<file path="config.mk">
export PLATFORM = sky130hd
export DESIGN_NAME = i2c_reg_target
export DESIGN_NICKNAME = d
export VERILOG_FILES = /design/src/rtl/i2c_tgt_pkg.sv /design/src/rtl/i2c_line_sampler.sv /design/src/rtl/i2c_tgt_fsm.sv /design/src/rtl/i2c_reg_target.sv
export SDC_FILE = /design/constraint.sdc
export NUM_CORES = 1
export LEC_CHECK = 0
export BUFFER_PORTS_ARGS = -buffer_cell sky130_fd_sc_hd__buf_2
export CORE_ASPECT_RATIO = 1.4
export CORE_MARGIN = 2
export CORE_UTILIZATION = 53
export DETAILED_ROUTE_END_ITERATION = 7
export PLACE_DENSITY = 0.74
export SETUP_SLACK_MARGIN = 0.5
export SYNTH_ARGS = -nofsm -noshare
export SYNTH_HDL_FRONTEND = slang
export SYNTH_HIERARCHICAL = 1
export SYNTH_SLANG_ARGS = --single-unit
</file>
<file path="constraint.sdc">
create_clock -name clk -period 2.12 [get_ports clk]
set_input_delay 0.424 -clock clk [delete_from_list [all_inputs] [get_ports clk]]
set_output_delay 0.424 -clock clk [all_outputs]
set_load 0.01 [all_outputs]
</file>
<file path="src/rtl/i2c_tgt_pkg.sv">
package i2c_tgt_pkg;
    localparam int REG_AW = 7;
    localparam int BYTE_W = 8;
    localparam int CNT_W  = 4;

    typedef enum logic [3:0] {
        ST_IDLE,
        ST_ADDR,
        ST_ADDR_ACK,
        ST_PTR,
        ST_PTR_ACK,
        ST_WDATA,
        ST_WDATA_ACK,
        ST_RDATA,
        ST_RDATA_ACK,
        ST_SKIP
    } tgt_state_e;
endpackage

</file>
<file path="src/rtl/i2c_line_sampler.sv">
module i2c_line_sampler #(
    parameter int SYNC_STAGES = 2
) (
    input  logic clk,
    input  logic rst_n,
    input  logic scl_i,
    input  logic sda_i,
    output logic scl_lvl_o,
    output logic sda_lvl_o,
    output logic scl_rise_o,
    output logic scl_fall_o,
    output logic start_o,
    output logic stop_o
);
    typedef struct packed {
        logic [SYNC_STAGES-1:0] scl_sync;
        logic [SYNC_STAGES-1:0] sda_sync;
        logic                   scl_prev;
        logic                   sda_prev;
        logic                   start_hi;
    } smp_t;

    smp_t q, d;
    logic [SYNC_STAGES-1:0] scl_shift, sda_shift;
    logic scl_cur, sda_cur, stop_raw;

    generate
        if (SYNC_STAGES > 1) begin : g_chain
            assign scl_shift = {q.scl_sync[SYNC_STAGES-2:0], scl_i};
            assign sda_shift = {q.sda_sync[SYNC_STAGES-2:0], sda_i};
        end else begin : g_single
            assign scl_shift = scl_i;
            assign sda_shift = sda_i;
        end
    endgenerate

    assign scl_cur    = q.scl_sync[SYNC_STAGES-1];
    assign sda_cur    = q.sda_sync[SYNC_STAGES-1];
    assign scl_rise_o = scl_cur & ~q.scl_prev;
    assign scl_fall_o = ~scl_cur & q.scl_prev;
    assign start_o    = scl_cur & q.scl_prev & q.sda_prev & ~sda_cur;
    assign stop_raw   = scl_cur & q.scl_prev & ~q.sda_prev & sda_cur;
    assign stop_o     = stop_raw & ~q.start_hi;
    assign scl_lvl_o  = scl_cur;
    assign sda_lvl_o  = sda_cur;

    always_comb begin
        d          = q;
        d.scl_sync = scl_shift;
        d.sda_sync = sda_shift;
        d.scl_prev = scl_cur;
        d.sda_prev = sda_cur;
        if (start_o) begin
            d.start_hi = 1'b1;
        end else if (scl_fall_o) begin
            d.start_hi = 1'b0;
        end
    end

    always_ff @(posedge clk or negedge rst_n) begin
        if (!rst_n) begin
            q.scl_sync <= '1;
            q.sda_sync <= '1;
            q.scl_prev <= 1'b1;
            q.sda_prev <= 1'b1;
            q.start_hi <= 1'b0;
        end else begin
            q <= d;
        end
    end
endmodule

</file>
<file path="src/rtl/i2c_tgt_fsm.sv">
module i2c_tgt_fsm
    import i2c_tgt_pkg::*;
#(
    parameter logic [4:0] DEV_PREFIX = 5'b10010
) (
    input  logic              clk,
    input  logic              rst_n,
    input  logic              sda_lvl_i,
    input  logic              scl_rise_i,
    input  logic              scl_fall_i,
    input  logic              start_i,
    input  logic              stop_i,
    input  logic [1:0]        strap_i,
    input  logic [BYTE_W-1:0] rdata_i,
    output logic              pull_o,
    output logic [REG_AW-1:0] addr_o,
    output logic [BYTE_W-1:0] wdata_o,
    output logic              we_o,
    output logic              re_o
);
    localparam logic [CNT_W-1:0] FULL = CNT_W'(BYTE_W);

    typedef struct packed {
        tgt_state_e         state;
        logic [CNT_W-1:0]   cnt;
        logic [BYTE_W-1:0]  shift;
        logic [REG_AW-1:0]  ptr;
        logic               rw;
        logic               nack;
        logic               we;
        logic               re;
        logic [BYTE_W-1:0]  wdata;
        logic               pull;
    } fsm_t;

    fsm_t q, d;
    logic rx_bit, byte_end, is_ack_st;

    assign rx_bit   = scl_rise_i && (q.cnt < FULL);
    assign byte_end = scl_fall_i && (q.cnt == FULL);

    always_comb begin
        d    = q;
        d.we = 1'b0;
        d.re = 1'b0;
        if (start_i) begin
            d.state = ST_ADDR;
            d.cnt   = '0;
        end else if (stop_i) begin
            d.state = ST_IDLE;
            d.cnt   = '0;
        end else begin
            unique case (q.state)
                ST_ADDR, ST_PTR, ST_WDATA: begin
                    if (rx_bit) begin
                        d.shift = {q.shift[BYTE_W-2:0], sda_lvl_i};
                        d.cnt   = q.cnt + 1'b1;
                    end else if (byte_end) begin
                        d.cnt = '0;
                        if (q.state == ST_ADDR) begin
                            if (q.shift[7:1] == {DEV_PREFIX, strap_i}) begin
                                d.rw    = q.shift[0];
                                d.state = ST_ADDR_ACK;
                            end else begin
                                d.state = ST_SKIP;
                            end
                        end else if (q.state == ST_PTR) begin
                            d.ptr   = q.shift[7:1];
                            d.state = ST_PTR_ACK;
                        end else begin
                            d.we    = 1'b1;
                            d.wdata = q.shift;
                            d.state = ST_WDATA_ACK;
                        end
                    end
                end
                ST_ADDR_ACK: begin
                    if (scl_fall_i) begin
                        if (q.rw) begin
                            d.state = ST_RDATA;
                            d.re    = 1'b1;
                        end else begin
                            d.state = ST_PTR;
                        end
                    end
                end
                ST_PTR_ACK: begin
                    if (scl_fall_i) d.state = ST_WDATA;
                end
                ST_WDATA_ACK: begin
                    if (scl_fall_i) begin
                        d.ptr   = q.ptr + 1'b1;
                        d.state = ST_WDATA;
                    end
                end
                ST_RDATA: begin
                    if (q.re) begin
                        d.shift = rdata_i;
                    end
                    if (scl_rise_i && (q.cnt < FULL)) begin
                        d.cnt = q.cnt + 1'b1;
                    end else if (byte_end) begin
                        d.cnt   = '0;
                        d.ptr   = q.ptr + 1'b1;
                        d.state = ST_RDATA_ACK;
                    end else if (scl_fall_i) begin
                        d.shift = {q.shift[BYTE_W-2:0], 1'b1};
                    end
                end
                ST_RDATA_ACK: begin
                    if (scl_rise_i) begin
                        d.nack = sda_lvl_i;
                    end else if (scl_fall_i) begin
                        if (q.nack) begin
                            d.state = ST_SKIP;
                        end else begin
                            d.state = ST_RDATA;
                            d.re    = 1'b1;
                        end
                    end
                end
                ST_IDLE, ST_SKIP: begin
                    d.cnt = '0;
                end
                default: d.state = ST_IDLE;
            endcase
        end
        is_ack_st = (d.state == ST_ADDR_ACK) || (d.state == ST_PTR_ACK) ||
                    (d.state == ST_WDATA_ACK);
        d.pull = is_ack_st ||
                 ((d.state == ST_RDATA) && !d.re && !d.shift[BYTE_W-1]);
    end

    always_ff @(posedge clk or negedge rst_n) begin
        if (!rst_n) begin
            q.state <= ST_IDLE;
            q.cnt   <= '0;
            q.shift <= '1;
            q.ptr   <= '0;
            q.rw    <= 1'b0;
            q.nack  <= 1'b0;
            q.we    <= 1'b0;
            q.re    <= 1'b0;
            q.wdata <= '0;
            q.pull  <= 1'b0;
        end else begin
            q <= d;
        end
    end

    assign pull_o  = q.pull;
    assign addr_o  = q.ptr;
    assign wdata_o = q.wdata;
    assign we_o    = q.we;
    assign re_o    = q.re;
endmodule

</file>
<file path="src/rtl/i2c_reg_target.sv">
module i2c_reg_target
    import i2c_tgt_pkg::*;
#(
    parameter logic [4:0] DEV_PREFIX  = 5'b10010,
    parameter int         SYNC_STAGES = 2
) (
    input  logic              clk,
    input  logic              rst_n,
    input  logic              scl_i,
    input  logic              sda_i,
    input  logic [1:0]        strap_i,
    output logic              sda_pull_o,
    output logic [REG_AW-1:0] reg_addr_o,
    output logic [BYTE_W-1:0] reg_wdata_o,
    output logic              reg_we_o,
    output logic              reg_re_o,
    input  logic [BYTE_W-1:0] reg_rdata_i
);
    logic scl_lvl, sda_lvl, scl_rise, scl_fall, start_det, stop_det;

    i2c_line_sampler #(
        .SYNC_STAGES(SYNC_STAGES)
    ) u_sampler (
        .clk       (clk),
        .rst_n     (rst_n),
        .scl_i     (scl_i),
        .sda_i     (sda_i),
        .scl_lvl_o (scl_lvl),
        .sda_lvl_o (sda_lvl),
        .scl_rise_o(scl_rise),
        .scl_fall_o(scl_fall),
        .start_o   (start_det),
        .stop_o    (stop_det)
    );

    i2c_tgt_fsm #(
        .DEV_PREFIX(DEV_PREFIX)
    ) u_fsm (
        .clk       (clk),
        .rst_n     (rst_n),
        .sda_lvl_i (sda_lvl),
        .scl_rise_i(scl_rise),
        .scl_fall_i(scl_fall),
        .start_i   (start_det),
        .stop_i    (stop_det),
        .strap_i   (strap_i),
        .rdata_i   (reg_rdata_i),
        .pull_o    (sda_pull_o),
        .addr_o    (reg_addr_o),
        .wdata_o   (reg_wdata_o),
        .we_o      (reg_we_o),
        .re_o      (reg_re_o)
    );

    logic unused_lvl;
    assign unused_lvl = scl_lvl;
endmodule

</file>
==> results.ini <==
[worst_setup_path]
worst_path_most_repeated_cell = buf_4
crit_arrival_ps = 2240
cp_max_fo = 4
cp.required_ps = 2340
crit_type = reg2reg
crit_path_end_kind = flip-flop
cpPeakStageDelay_ps = 570
cp-start-kind = flip-flop
slowest_stage = dfstp_2
worstPathCellList = nand2_4 > nor4b_4 > buf_4 > or2_4 > buf_4 > nor2_1 > o211ai_1 > nand3_2 > a2bb2oi_2

[timing]
finalMaxSlewViolations = 0
post-route-period-util = 0.950
relSlewSlack = 0.649
post-route-min-period_ps = 2010
fmax_mhz = 496
tightest_slew_ps = 527
rsz0062_at_grt = true
finalSetupViolations = 0
fin_skew_ps = 12.4
hold_viol_final = 0

[detailed_routing]
drc_errors = 0
routed_wl_um = 7010
drtIter0Drc = 215
viasPerCell = 5.99
first_pass_iters = 5
wl_per_cell_um = 18.5
vias = 2271
postRouteAntennaNets = 0

[synthesis]
ys_ff_latch = 43
seq_area_frac_synth = 0.420
synth_top_family_by_area = simple AND/OR/NAND/NOR gates
netlist_area_um2 = 2600
synthXorXnorAreaFrac = 0.00672
yosys.area_share.simple = 0.211
synth_edf_count = 0
synth_fp_nets = 278
syn_inst = 261
ys_types = 51
synth_fa_ha_area_frac = 0.0144
synth_flop_cell = dfrtp_1
synth-compound-area-share = 0.167
yosysWarnings = 6
avgSynthCellArea_um2 = 9.98
async_flop_share = 1.00
synthMuxAreaShare = 0.102

[place]
dp.final_hpwl_um = 4420
place_inst = 347
portBuffers = 31
gp_congestion = 0.938

[job]
max-cap-violations = 0

[floorplan]
die_y_um = 87.0
initial_core_util = 0.542
io_pins = 32
core.rowCount = 30
design.die.area_um2 = 5500
core_um2 = 4800
fp.dieW_um = 63.3

[power]
p_leak_nw = 1.59
ir_drop_uv = 580
power_density_nw_per_um2 = 675

[cells_and_area]
area_delta_synth_final_pct = 28.6
diodes = 0
fin_nets = 331
stdcell_count = 379
drive_gt1_frac = 0.486
utilization = 0.697

[clock_tree]
insertion_delay_ps = 300
clock-root-buffer = clkbuf_8
cts_tree = built
numCtsBuffers = 5
htreeDepth = 2
postCtsHoldBufs = 0
cts_sinks = 43
clockBufferDepth = 2
clk_pin_slew_ps = 80

[global_route]
grt_overflow_total = 0
grt_pass1_vias = 2136
grt_max_degree = 23
antenna_found_initial = 0
grt_pass1_wl_um = 10800
grt_usage = 0.258

[worst_hold_path]
hp-class = in2async

[outcome]
status = finished, final reports clean

synthesized netlist by cell type, drive strengths merged (6+ instances only):
cell type,n,area (um^2)
o21ai,21,105
a21oi,24,131
nand2,15,56.3
dfstp,14,368
nor3b,7,57.6
nor3,6,41.3
mux2i,7,70.1
dfrtp,29,726
buf,24,169
nor2,18,67.6
mux2,17,195
nor2b,7,43.8
a2bb2oi,8,82.6
area by class of cell:
| class | count | area, um^2 |
|---|---|---|
| fillers | 368 | 1460 |
| clock inverters | 1 | 30.0 |
| flip-flops and latches | 43 | 1090 |
| repair buffers | 74 | 524 |
| well taps | 64 | 80.1 |
| inverters | 5 | 18.8 |
| clock buffers | 7 | 76.3 |
| multi-input cells | 185 | 1530 |
stage by stage:
| stage | worst slack, ps | cell area, um^2 | total power, mW | hold WS (ps) | setup TNS [ps] |
|---|---|---|---|---|---|
| finish | 106 | 3350 | 2.26 | 88.0 | 0 |
| floorplan | 315 | 2650 | 1.35 | 128 | 0 |
| global route | 62.1 | 3350 | 2.38 | 124 | 0 |
| global placement | -65.3 | 2860 | 1.51 | 346 | -290 |
| CTS | 155 | 3270 | 2.25 | 102 | 0 |
| detailed placement | -82.3 | 2860 | 1.53 | 351 | -558 |
cells by family after synthesis:
| logic type | count (synthesis) |
|---|---|
| buf+inv | 34 |
| compound gates | 67 |
| xor+xnor | 2 |
| simple gates | 88 |
| mux | 24 |
| fa+ha+maj | 3 |
| flops | 43 |
worst max-delay path, delay by kind of cell (launching register included):
family / cells / cell delay [ps]
AOI/OAI and AO/OA: 2 / 330
buffers and inverters: 2 / 300
DFF: 1 / 570
and+or+nand+nor: 5 / 740
report_power, final:
part	total, mW	switching, mW	internal [mW]
combinational	0.594	0.291	0.303
sequential	1.04	0.105	0.935
clock	0.625	0.272	0.353
total	2.26	0.669	1.59
state kept, by name, summed over array words and instances, names as in the netlist:
register	count
u_sampler/sda_lvl_o	1
u_fsm/pull_o	1
u_sampler/q	3
u_fsm/we_o	1
u_sampler/scl_lvl_o	1
u_fsm/q	18
u_sampler/d	2
u_fsm/addr_o	7
u_fsm/re_o	1
u_fsm/wdata_o	8
timing repair:
item / in CTS / in global routing
endpoints found under the setup margin: 35 / 36
resized for setup: 39 / 12
pin swaps: 13 / 10
cloned: 1 / 0
setup buffers: 19 / 4
cell usage in the layout (no fill, tap or decap), types with 3 or more instances in the layout:
cell type  instances
dfstp_2           14
o21ai_0           17
mux2i_1            7
a2bb2oi_1          6
inv_1              4
nand4_1            4
nor2b_4            3
buf_4             33
nor3b_1            5
clkbuf_8           5
a21oi_1           21
buf_2             31
mux2_2            15
nor2b_1            4
nor2_1            15
nand3b_1           4
nand4b_1           3
buf_6              9
dfrtp_1           29
nor3_1             4
nand2_1           12
final timing paths:
check                      slack [ps]                  end  cells past startpoint            from
max reg2reg                       110         u_fsm/pull_o                      9  u_sampler/q[2]
min reg2reg                       360  u_sampler/scl_lvl_o                      0  u_sampler/d[6]
min                                90     u_fsm/wdata_o[3]                      1           rst_n
max in group asynchronous        1440       u_sampler/q[2]                      2           rst_n
min in group clk                  220       u_sampler/d[6]                      1           scl_i
max                               110         u_fsm/pull_o                      9  u_sampler/q[2]
routing by layer:
layer	GRT usage	part of all wire	up-vias
met5	0	0	-
met4	0.115	0.037	0
met3	0.0414	0.064	29
met2	0.470	0.51	129
met1	0.298	0.38	1071
li1	-	-	1042
(Power assumes the default switching activity.)
